--- config.mk ---
export PLATFORM = sky130hd
export DESIGN_NAME = fs_strap_ctrl
export DESIGN_NICKNAME = d
export VERILOG_FILES = /design/src/rtl/fs_strap_pkg.sv /design/src/rtl/fs_sync.sv /design/src/rtl/fs_strap_latch.sv /design/src/rtl/fs_band_sel.sv /design/src/rtl/fs_strap_ctrl.sv
export SDC_FILE = /design/constraint.sdc
export NUM_CORES = 1
export LEC_CHECK = 0
export BUFFER_PORTS_ARGS = -buffer_cell sky130_fd_sc_hd__buf_2
export CORE_ASPECT_RATIO = 1.1
export CORE_MARGIN = 3
export CORE_UTILIZATION = 30
export CTS_BUF_LIST = sky130_fd_sc_hd__clkbuf_2
export DETAILED_ROUTE_END_ITERATION = 10
export GPL_TIMING_DRIVEN = 0
export PLACE_DENSITY_LB_ADDON = 0.12
export SETUP_SLACK_MARGIN = 0.5
export SYNTH_ARGS = -nofsm -noshare
export SYNTH_HDL_FRONTEND = slang
export SYNTH_HIERARCHICAL = 1
export SYNTH_SLANG_ARGS = --single-unit
--- constraint.sdc ---
create_clock -name clk_i -period 1.2 [get_ports clk_i]
set_input_delay 0.24 -clock clk_i [delete_from_list [all_inputs] [get_ports clk_i]]
set_output_delay 0.24 -clock clk_i [all_outputs]
set_load 0.005 [all_outputs]
--- src/rtl/fs_strap_pkg.sv ---
package fs_strap_pkg;
  localparam int unsigned CODE_W = 3;
  localparam int unsigned SRC_W  = 2;
  localparam int unsigned MHZ_W  = 9;

  localparam logic [CODE_W-1:0] CODE_RSVD = 3'b111;
  localparam logic [CODE_W-1:0] CODE_RST  = 3'b101;

  typedef enum logic [SRC_W-1:0] {
    SRC_STRAP = 2'b00,
    SRC_CB1   = 2'b01,
    SRC_CB2   = 2'b10,
    SRC_ALT   = 2'b11
  } band_src_e;

  function automatic logic [MHZ_W-1:0] code_to_mhz(input logic [CODE_W-1:0] c);
    case (c)
      3'b101:  code_to_mhz = 9'd100;
      3'b001:  code_to_mhz = 9'd133;
      3'b011:  code_to_mhz = 9'd166;
      3'b010:  code_to_mhz = 9'd200;
      3'b000:  code_to_mhz = 9'd266;
      3'b100:  code_to_mhz = 9'd333;
      3'b110:  code_to_mhz = 9'd400;
      default: code_to_mhz = '0;
    endcase
  endfunction
endpackage

--- src/rtl/fs_sync.sv ---
module fs_sync #(
  parameter int unsigned STAGES = 2
) (
  input  logic clk_i,
  input  logic rst_ni,
  input  logic d_i,
  output logic q_o
);
  logic [STAGES-1:0] ff_q;

  always_ff @(posedge clk_i or negedge rst_ni) begin
    if (!rst_ni) ff_q <= '0;
    else         ff_q <= {ff_q[STAGES-2:0], d_i};
  end

  assign q_o = ff_q[STAGES-1];
endmodule

--- src/rtl/fs_strap_latch.sv ---
module fs_strap_latch #(
  parameter int unsigned WIDTH = 3
) (
  input  logic             clk_i,
  input  logic             rst_ni,
  input  logic             pg_sync_i,
  input  logic [WIDTH-1:0] strap_i,
  output logic [WIDTH-1:0] strap_o,
  output logic             valid_o
);
  logic [WIDTH-1:0] strap_q;
  logic             done_q;
  logic             take;

  // one-shot: only reset re-arms
  assign take = pg_sync_i && !done_q;

  always_ff @(posedge clk_i or negedge rst_ni) begin
    if (!rst_ni) begin
      strap_q <= '0;
      done_q  <= 1'b0;
    end else if (take) begin
      strap_q <= strap_i;
      done_q  <= 1'b1;
    end
  end

  assign strap_o = strap_q;
  assign valid_o = done_q;
endmodule

--- src/rtl/fs_band_sel.sv ---
module fs_band_sel
  import fs_strap_pkg::*;
(
  input  logic              clk_i,
  input  logic              rst_ni,
  input  logic [SRC_W-1:0]  src_i,
  input  logic [CODE_W-1:0] strap_code_i,
  input  logic              strap_valid_i,
  input  logic [CODE_W-1:0] cb1_i,
  input  logic [CODE_W-1:0] cb2_i,
  output logic [CODE_W-1:0] code_o,
  output logic [MHZ_W-1:0]  mhz_o,
  output logic              rsvd_o
);
  logic [CODE_W-1:0] cand;
  logic              from_strap;
  logic              cand_rsvd;
  logic              upd;
  logic [CODE_W-1:0] code_q;
  logic              rsvd_q;

  always_comb begin
    unique case (band_src_e'(src_i))
      SRC_CB1: begin cand = cb1_i;        from_strap = 1'b0; end
      SRC_CB2: begin cand = cb2_i;        from_strap = 1'b0; end
      default: begin cand = strap_code_i; from_strap = 1'b1; end
    endcase
  end

  assign cand_rsvd = (cand == CODE_RSVD);
  assign upd       = !cand_rsvd && (!from_strap || strap_valid_i);

  always_ff @(posedge clk_i or negedge rst_ni) begin
    if (!rst_ni) begin
      code_q <= CODE_RST;
      rsvd_q <= 1'b0;
    end else begin
      rsvd_q <= cand_rsvd;
      if (upd) code_q <= cand;
    end
  end

  assign code_o = code_q;
  assign rsvd_o = rsvd_q;
  assign mhz_o  = code_to_mhz(code_q);
endmodule

--- src/rtl/fs_strap_ctrl.sv ---
module fs_strap_ctrl
  import fs_strap_pkg::*;
#(
  parameter int unsigned NUM_PINS    = 3,
  parameter int unsigned SYNC_STAGES = 2
) (
  input  logic                clk_i,
  input  logic                rst_ni,
  input  logic                pwr_good_i,
  input  logic [CODE_W-1:0]   strap_i,
  input  logic [SRC_W-1:0]    band_src_i,
  input  logic [CODE_W-1:0]   cb1_code_i,
  input  logic [CODE_W-1:0]   cb2_code_i,
  input  logic [NUM_PINS-1:0] oe_cfg_i,
  input  logic                pin_a_mode_i,
  output logic [CODE_W-1:0]   band_code_o,
  output logic [MHZ_W-1:0]    band_mhz_o,
  output logic                band_rsvd_o,
  output logic [CODE_W-1:0]   strap_o,
  output logic                strap_valid_o,
  output logic [NUM_PINS-1:0] pin_oe_o,
  output logic                pin_a_ref_sel_o
);
  logic pg_sync;
  logic [CODE_W-1:0] strap_lat;
  logic strap_vld;

  fs_sync #(.STAGES(SYNC_STAGES)) u_pg_sync (
    .clk_i (clk_i),
    .rst_ni(rst_ni),
    .d_i   (pwr_good_i),
    .q_o   (pg_sync)
  );

  fs_strap_latch #(.WIDTH(CODE_W)) u_latch (
    .clk_i    (clk_i),
    .rst_ni   (rst_ni),
    .pg_sync_i(pg_sync),
    .strap_i  (strap_i),
    .strap_o  (strap_lat),
    .valid_o  (strap_vld)
  );

  fs_band_sel u_band (
    .clk_i        (clk_i),
    .rst_ni       (rst_ni),
    .src_i        (band_src_i),
    .strap_code_i (strap_lat),
    .strap_valid_i(strap_vld),
    .cb1_i        (cb1_code_i),
    .cb2_i        (cb2_code_i),
    .code_o       (band_code_o),
    .mhz_o        (band_mhz_o),
    .rsvd_o       (band_rsvd_o)
  );

  // shared pins stay undriven until straps are captured
  for (genvar p = 0; p < NUM_PINS; p++) begin : g_pin
    assign pin_oe_o[p] = strap_vld & oe_cfg_i[p];
  end

  assign strap_o         = strap_lat;
  assign strap_valid_o   = strap_vld;
  assign pin_a_ref_sel_o = pin_a_mode_i;
endmodule

# Word-level counts from Yosys, hierarchy flattened
# Cells that the tools add are included.
# op_classes
n_eq_ne,9
mux,2
n_bitwise,3
n_reduce_logical,7
# ops
op,n
$pmux 9 s7,1
$eq 3x3->1 const B,4
$eq 3x2->1 const B,2
$pmux 3 s2,1
$and 1x1->1,3
$eq 3x1->1 const B,1
$logic_not 3->1,1
$eq 2x1->1 const B,1
$eq 2x2->1 const B,1
$logic_and 1x1->1,2
$logic_not 1->1,2
$reduce_or 2->1,1
$logic_or 1x1->1,1
# word_totals
ff_bits,10
inputBits,18

# Depth between registers and ports, before layout
# depth
depth_word,5
mapped_depth,5
depth_no_buf,5

# By module
# Netlist, hierarchy kept.
# modules_own_cells
mod,area_each_um2,cells_per_inst,instances,seq_area_each_um2
fs_band_sel,350.3,43,1,102.6
fs_strap_latch,165.2,9,1,100.1
fs_sync,50.0,2,1,50.0
fs_strap_ctrl,26.3,4,1,0.0

# Worst setup path before layout
# OpenSTA, ideal clock, no wires.
# synth_timing
path_kind,input to register
from,input port band_src_i[0]
to,"register u_band.code_q[1], in the netlist u_band/code_o[1]"
slack_ps,-83
required_time_ps,1133
path_stages,5
path_buffers,0
arrival_time_ps,1216
path_cell_list,inv_1 -> ha_1 -> a221o_2 -> o21ai_1 -> o311a_1
# synth_between
elab_chain_cells,5
# synth_rtl
item,line,rtl
from (decl),fs_strap_ctrl.sv:11,"input logic [SRC_W-1:0] band_src_i,"
$eq 2x2->1 / $eq 2x1->1 (equally long branches),fs_band_sel.sv:23,unique case (band_src_e'(src_i))
$pmux 3 s2,fs_band_sel.sv:23,
$eq 3x3->1,fs_band_sel.sv:30,assign cand_rsvd = (cand == CODE_RSVD);
$logic_not 1->1,fs_band_sel.sv:31,assign upd = !cand_rsvd && (!from_strap || strap_valid_i);
$logic_and 1x1->1,fs_band_sel.sv:31,
to (signal assigned),fs_band_sel.sv:39,if (upd) code_q <= cand;
to (decl),fs_band_sel.sv:19,logic [CODE_W-1:0] code_q;
# Several ways; a longest one is shown, not always the timed one.
# A chain may end at the register's enable or synchronous reset.

# Final worst setup path
# layout_timing
from,"register u_band.code_q[0], in the netlist u_band/code_o[0]"
to,output port band_mhz_o[6]
# layout_between
elab_chain_cells,2
# layout_rtl
item,line,rtl
"$eq 3x3->1, or another cell as far along",fs_strap_pkg.sv:17,case (c)
$pmux 9 s7 *,fs_strap_pkg.sv:17,
to (decl),fs_strap_ctrl.sv:17,"output logic [MHZ_W-1:0] band_mhz_o,"
# Mark *: on every way between the ends. The rest lies on a longest branch, timed or not.

==> key figures <==
Run status
  • Status: finished, violations left
  • Failing checks: setup timing

Placed design
  • Placed inst area: 923.4 um^2
  • Placer Congestion: 0.7495
  • Port bufs: 37
  • Placed cell count: 122
  • Post-DP HPWL: 1.109 mm

Critical path
  • CP bufs+invs: 2
  • WS Path Type: reg2out
  • Critical-path cell list: buf_8, nand2b_4, o21ai_2, buf_2
  • Flop2flop setup slack: -0.02 ns
  • Worst r2r src: u_band/code_o[2]
  • Critical Path End Type: output pin
  • Crit-path max FO: 7
  • WP data arrival: 1.23 ns
  • Reg-to-reg endpoint: u_band/code_o[2]
  • CP delay by family, top: flip-flops
  • CP max-delay cell: dfstp_2
  • Max incr delay on CP: 0.56 ns
  • Worst Path Required: 0.96 ns
  • R2r worst-path depth: 4
  • Crit start category: register

Logic synthesis
  • Synthesized cell area: 591.8 um^2
  • Syn_area_per_cell: 10.20 um^2
  • Flops & latches, synth: 10
  • Largest cells by area after synthesis: dfrtp_1, dfstp_2, mux2_4, a221o_2, o311a_1
  • Seq/Total Area, Yosys: 42.71%
  • Netlist cell types: 23
  • Top-area cell type share of the netlist area: 33.83%
  • Synthesized net count: 78
  • Synthesis Warnings: 6
  • Post-synth top area cell: dfrtp_1
  • Post-synthesis cell count: 58

Route
  • Drt wl/cell: 12.18 um
  • Initial DRC Count: 6
  • ANT nets after route: 0
  • Pre-Repair DR Iteration Count: 4
  • Vias: 642
  • DRC errors left: 0
  • WL final: 1.729 mm
  • Post-DR vias/cell: 4.521

Floorplan
  • Die width: 48.35 um
  • Core Area: 1822 um^2
  • FP Rows: 16
  • Die area: 2542 um^2
  • IO Count: 39
  • Initial Util: 32.49%
  • Die Height: 52.59 um

Min path
  • Hold path depth: 1
  • Worst min-delay path class: in2reg
  • Hold EP: u_pg_sync/ff_q[0]
  • Min-delay src: pwr_good_i

Power and ir drop
  • Switching share of power: 33.79%
  • Worst vdd ir: 0.0006375 V
  • Internal power: 0.8674 mW
  • Flop pwr share: 32.0%
  • Lkg Pwr: 0.5961 nW
  • Power, Total: 1.310 mW
  • Combinational Power Share: 52.3%
  • Switching pwr: 0.4427 mW
  • P per Cell Area: 1107 nW/um^2
  • Clock Power Share: 15.7%

Clock network
  • Root Driver: clkbuf_2
  • Clock Latency Late Sink: 0.25 ns
  • Clock slew at reported path FFs: 0.11 ns
  • CTS H-tree lvls: 1
  • CTS tree: yes
  • Num CTS Buffers: 3
  • Max Root-Sink Buffers: 2
  • CTS sink count: 10

GRT
  • Largest net degree at the start of global routing: 11
  • Global route overflow: 0
  • Initial antenna violation count: 0
  • Overall routing resource usage: 14.75%
  • Vias in the first global route: 665
  • First-pass GRT wire length: 2.829 mm

Layout
  • Non-filler cells, final: 142
  • Layout area overhead: 100.0%
  • Post-Layout Inst Area: 1184 um^2
  • # diodes: 0
  • Commonest non-fill, non-tap cell in the layout: buf_2
  • Fin nets: 136
  • Commonest cells after routing, fill and taps aside: buf_2, buf_4, buf_6, dfrtp_1
  • Fraction of layout cells with a size suffix above 1: 82.61%

STA
  • Final period util: 122.3%
  • Final setup violation count: 14
  • Slew Viols, Final: 0
  • Final min period: 1.467 ns
  • Setup Skew: 0.009352 ns
  • Hold violation count in the final report: 0
  • Max Fclk: 681.5 MHz
  • RSZ-0062 raised after global routing: true
  • Slack of the critical path: -0.2673 ns
  • Max_slew headroom: 84.94%
  • Worst-margin pin slew: 0.2259 ns

Run
  • Max-cap violations: 0
## through the flow
stage                     hold slack, ns  setup WS [ns]  TNS, ns  util, %
after floorplan                 -0.05559        0.05941        0        -
after global placement            0.1070        -0.1760  -0.6315    50.69
after detailed placement          0.1107        -0.1638  -0.6418    50.69
after CTS                        0.08378        -0.3085   -2.704    61.13
after global routing             0.06170        -0.3634   -3.686    64.97
final                            0.09437        -0.2673   -2.468    64.97
## kinds of logic (layout without fill, tap and decap cells)
| group | after synthesis | in the layout | synth area share [%] |
|---|---|---|---|
| AO/OA/AOI/OAI | 15 | 15 | 19.24 |
| buffers and inverters | 7 | 64 | 5.074 |
| multiplexers | 5 | 5 | 10.99 |
| AND/OR/NAND/NOR | 18 | 18 | 16.28 |
| XOR/XNOR | 1 | 1 | 1.480 |
| adder cells (fa/ha/maj) | 2 | 2 | 4.228 |
| flip-flops | 10 | 10 | 42.71 |
## routing by layer
layer	global-route usage, %	up-vias	share of wire (%)
met5	0	-	0
met4	7.109	0	0.40
met3	3.419	2	5.6
met2	28.21	23	56
met1	15.34	296	38
li1	-	321	-
## worst max path at each step
stage	slack [ns]	from	cells after the start	end
finish	-0.27	u_band/code_o[0]	4	band_mhz_o[6]
floorplan	0.06	band_src_i[0]	5	u_band/code_o[1]
CTS	-0.31	u_band/code_o[0]	4	band_mhz_o[6]
global route	-0.36	u_band/code_o[0]	4	band_mhz_o[1]
detailed placement	-0.16	band_src_i[0]	6	u_band/code_o[1]
global placement	-0.18	band_src_i[0]	6	u_band/code_o[1]
## power by group through the flow
stage	Clock (mW)	Sequential (mW)	Combinational, mW
after global placement	0	0.431	0.485
after global routing	0.239	0.428	0.740
after detailed placement	0	0.432	0.489
after CTS	0.213	0.415	0.623
final	0.206	0.420	0.685
after floorplan	0	0.432	0.309
## cell type report
type,count,area [um^2]
fill,165,638.1
multi-input combinational,41,424.2
timing repair buffer,53,380.4
sequential,10,254.0
buffer,3,37.54
inverter,4,33.78
tap,27,33.78
clock buffer,4,20.02
## worst reg2reg max path: stages, from the launching register on
cell	delay [ns]
dfstp_2	0.64
inv_4	0.08
buf_6	0.12
o211ai_1	0.15
o311a_1	0.18
## synth_stat cells, drive strengths merged
cell type  number
dfrtp           8
nand2           7
inv             4
o21ai           4
a21oi           3
a221o           3
and2            3
mux2            3
nand2b          3
o311a           3
clkbuf          2
dfstp           2
ha              2
mux2i           2
nor2            2
a21boi          1
buf             1
nor2b           1
nor3            1
o211ai          1
or2             1
xor2            1
## state kept, by name, summed over array words and instances, names as in the netlist
name	flops
u_pg_sync/ff_q	2
u_latch/strap_o	3
u_band/rsvd_o	1
u_band/code_o	3
u_latch/valid_o	1
## repair_timing
| item | CTS | global route |
|---|---|---|
| hold buffers | 1 | 0 |
| endpoints found under the hold margin | 8 | 0 |
| buffers inserted | 14 | 1 |
| gates resized for setup | 12 | 14 |
| setup endpoints to repair | 28 | 29 |
| pin swaps | 5 | 7 |
(Power assumes the default switching activity.)
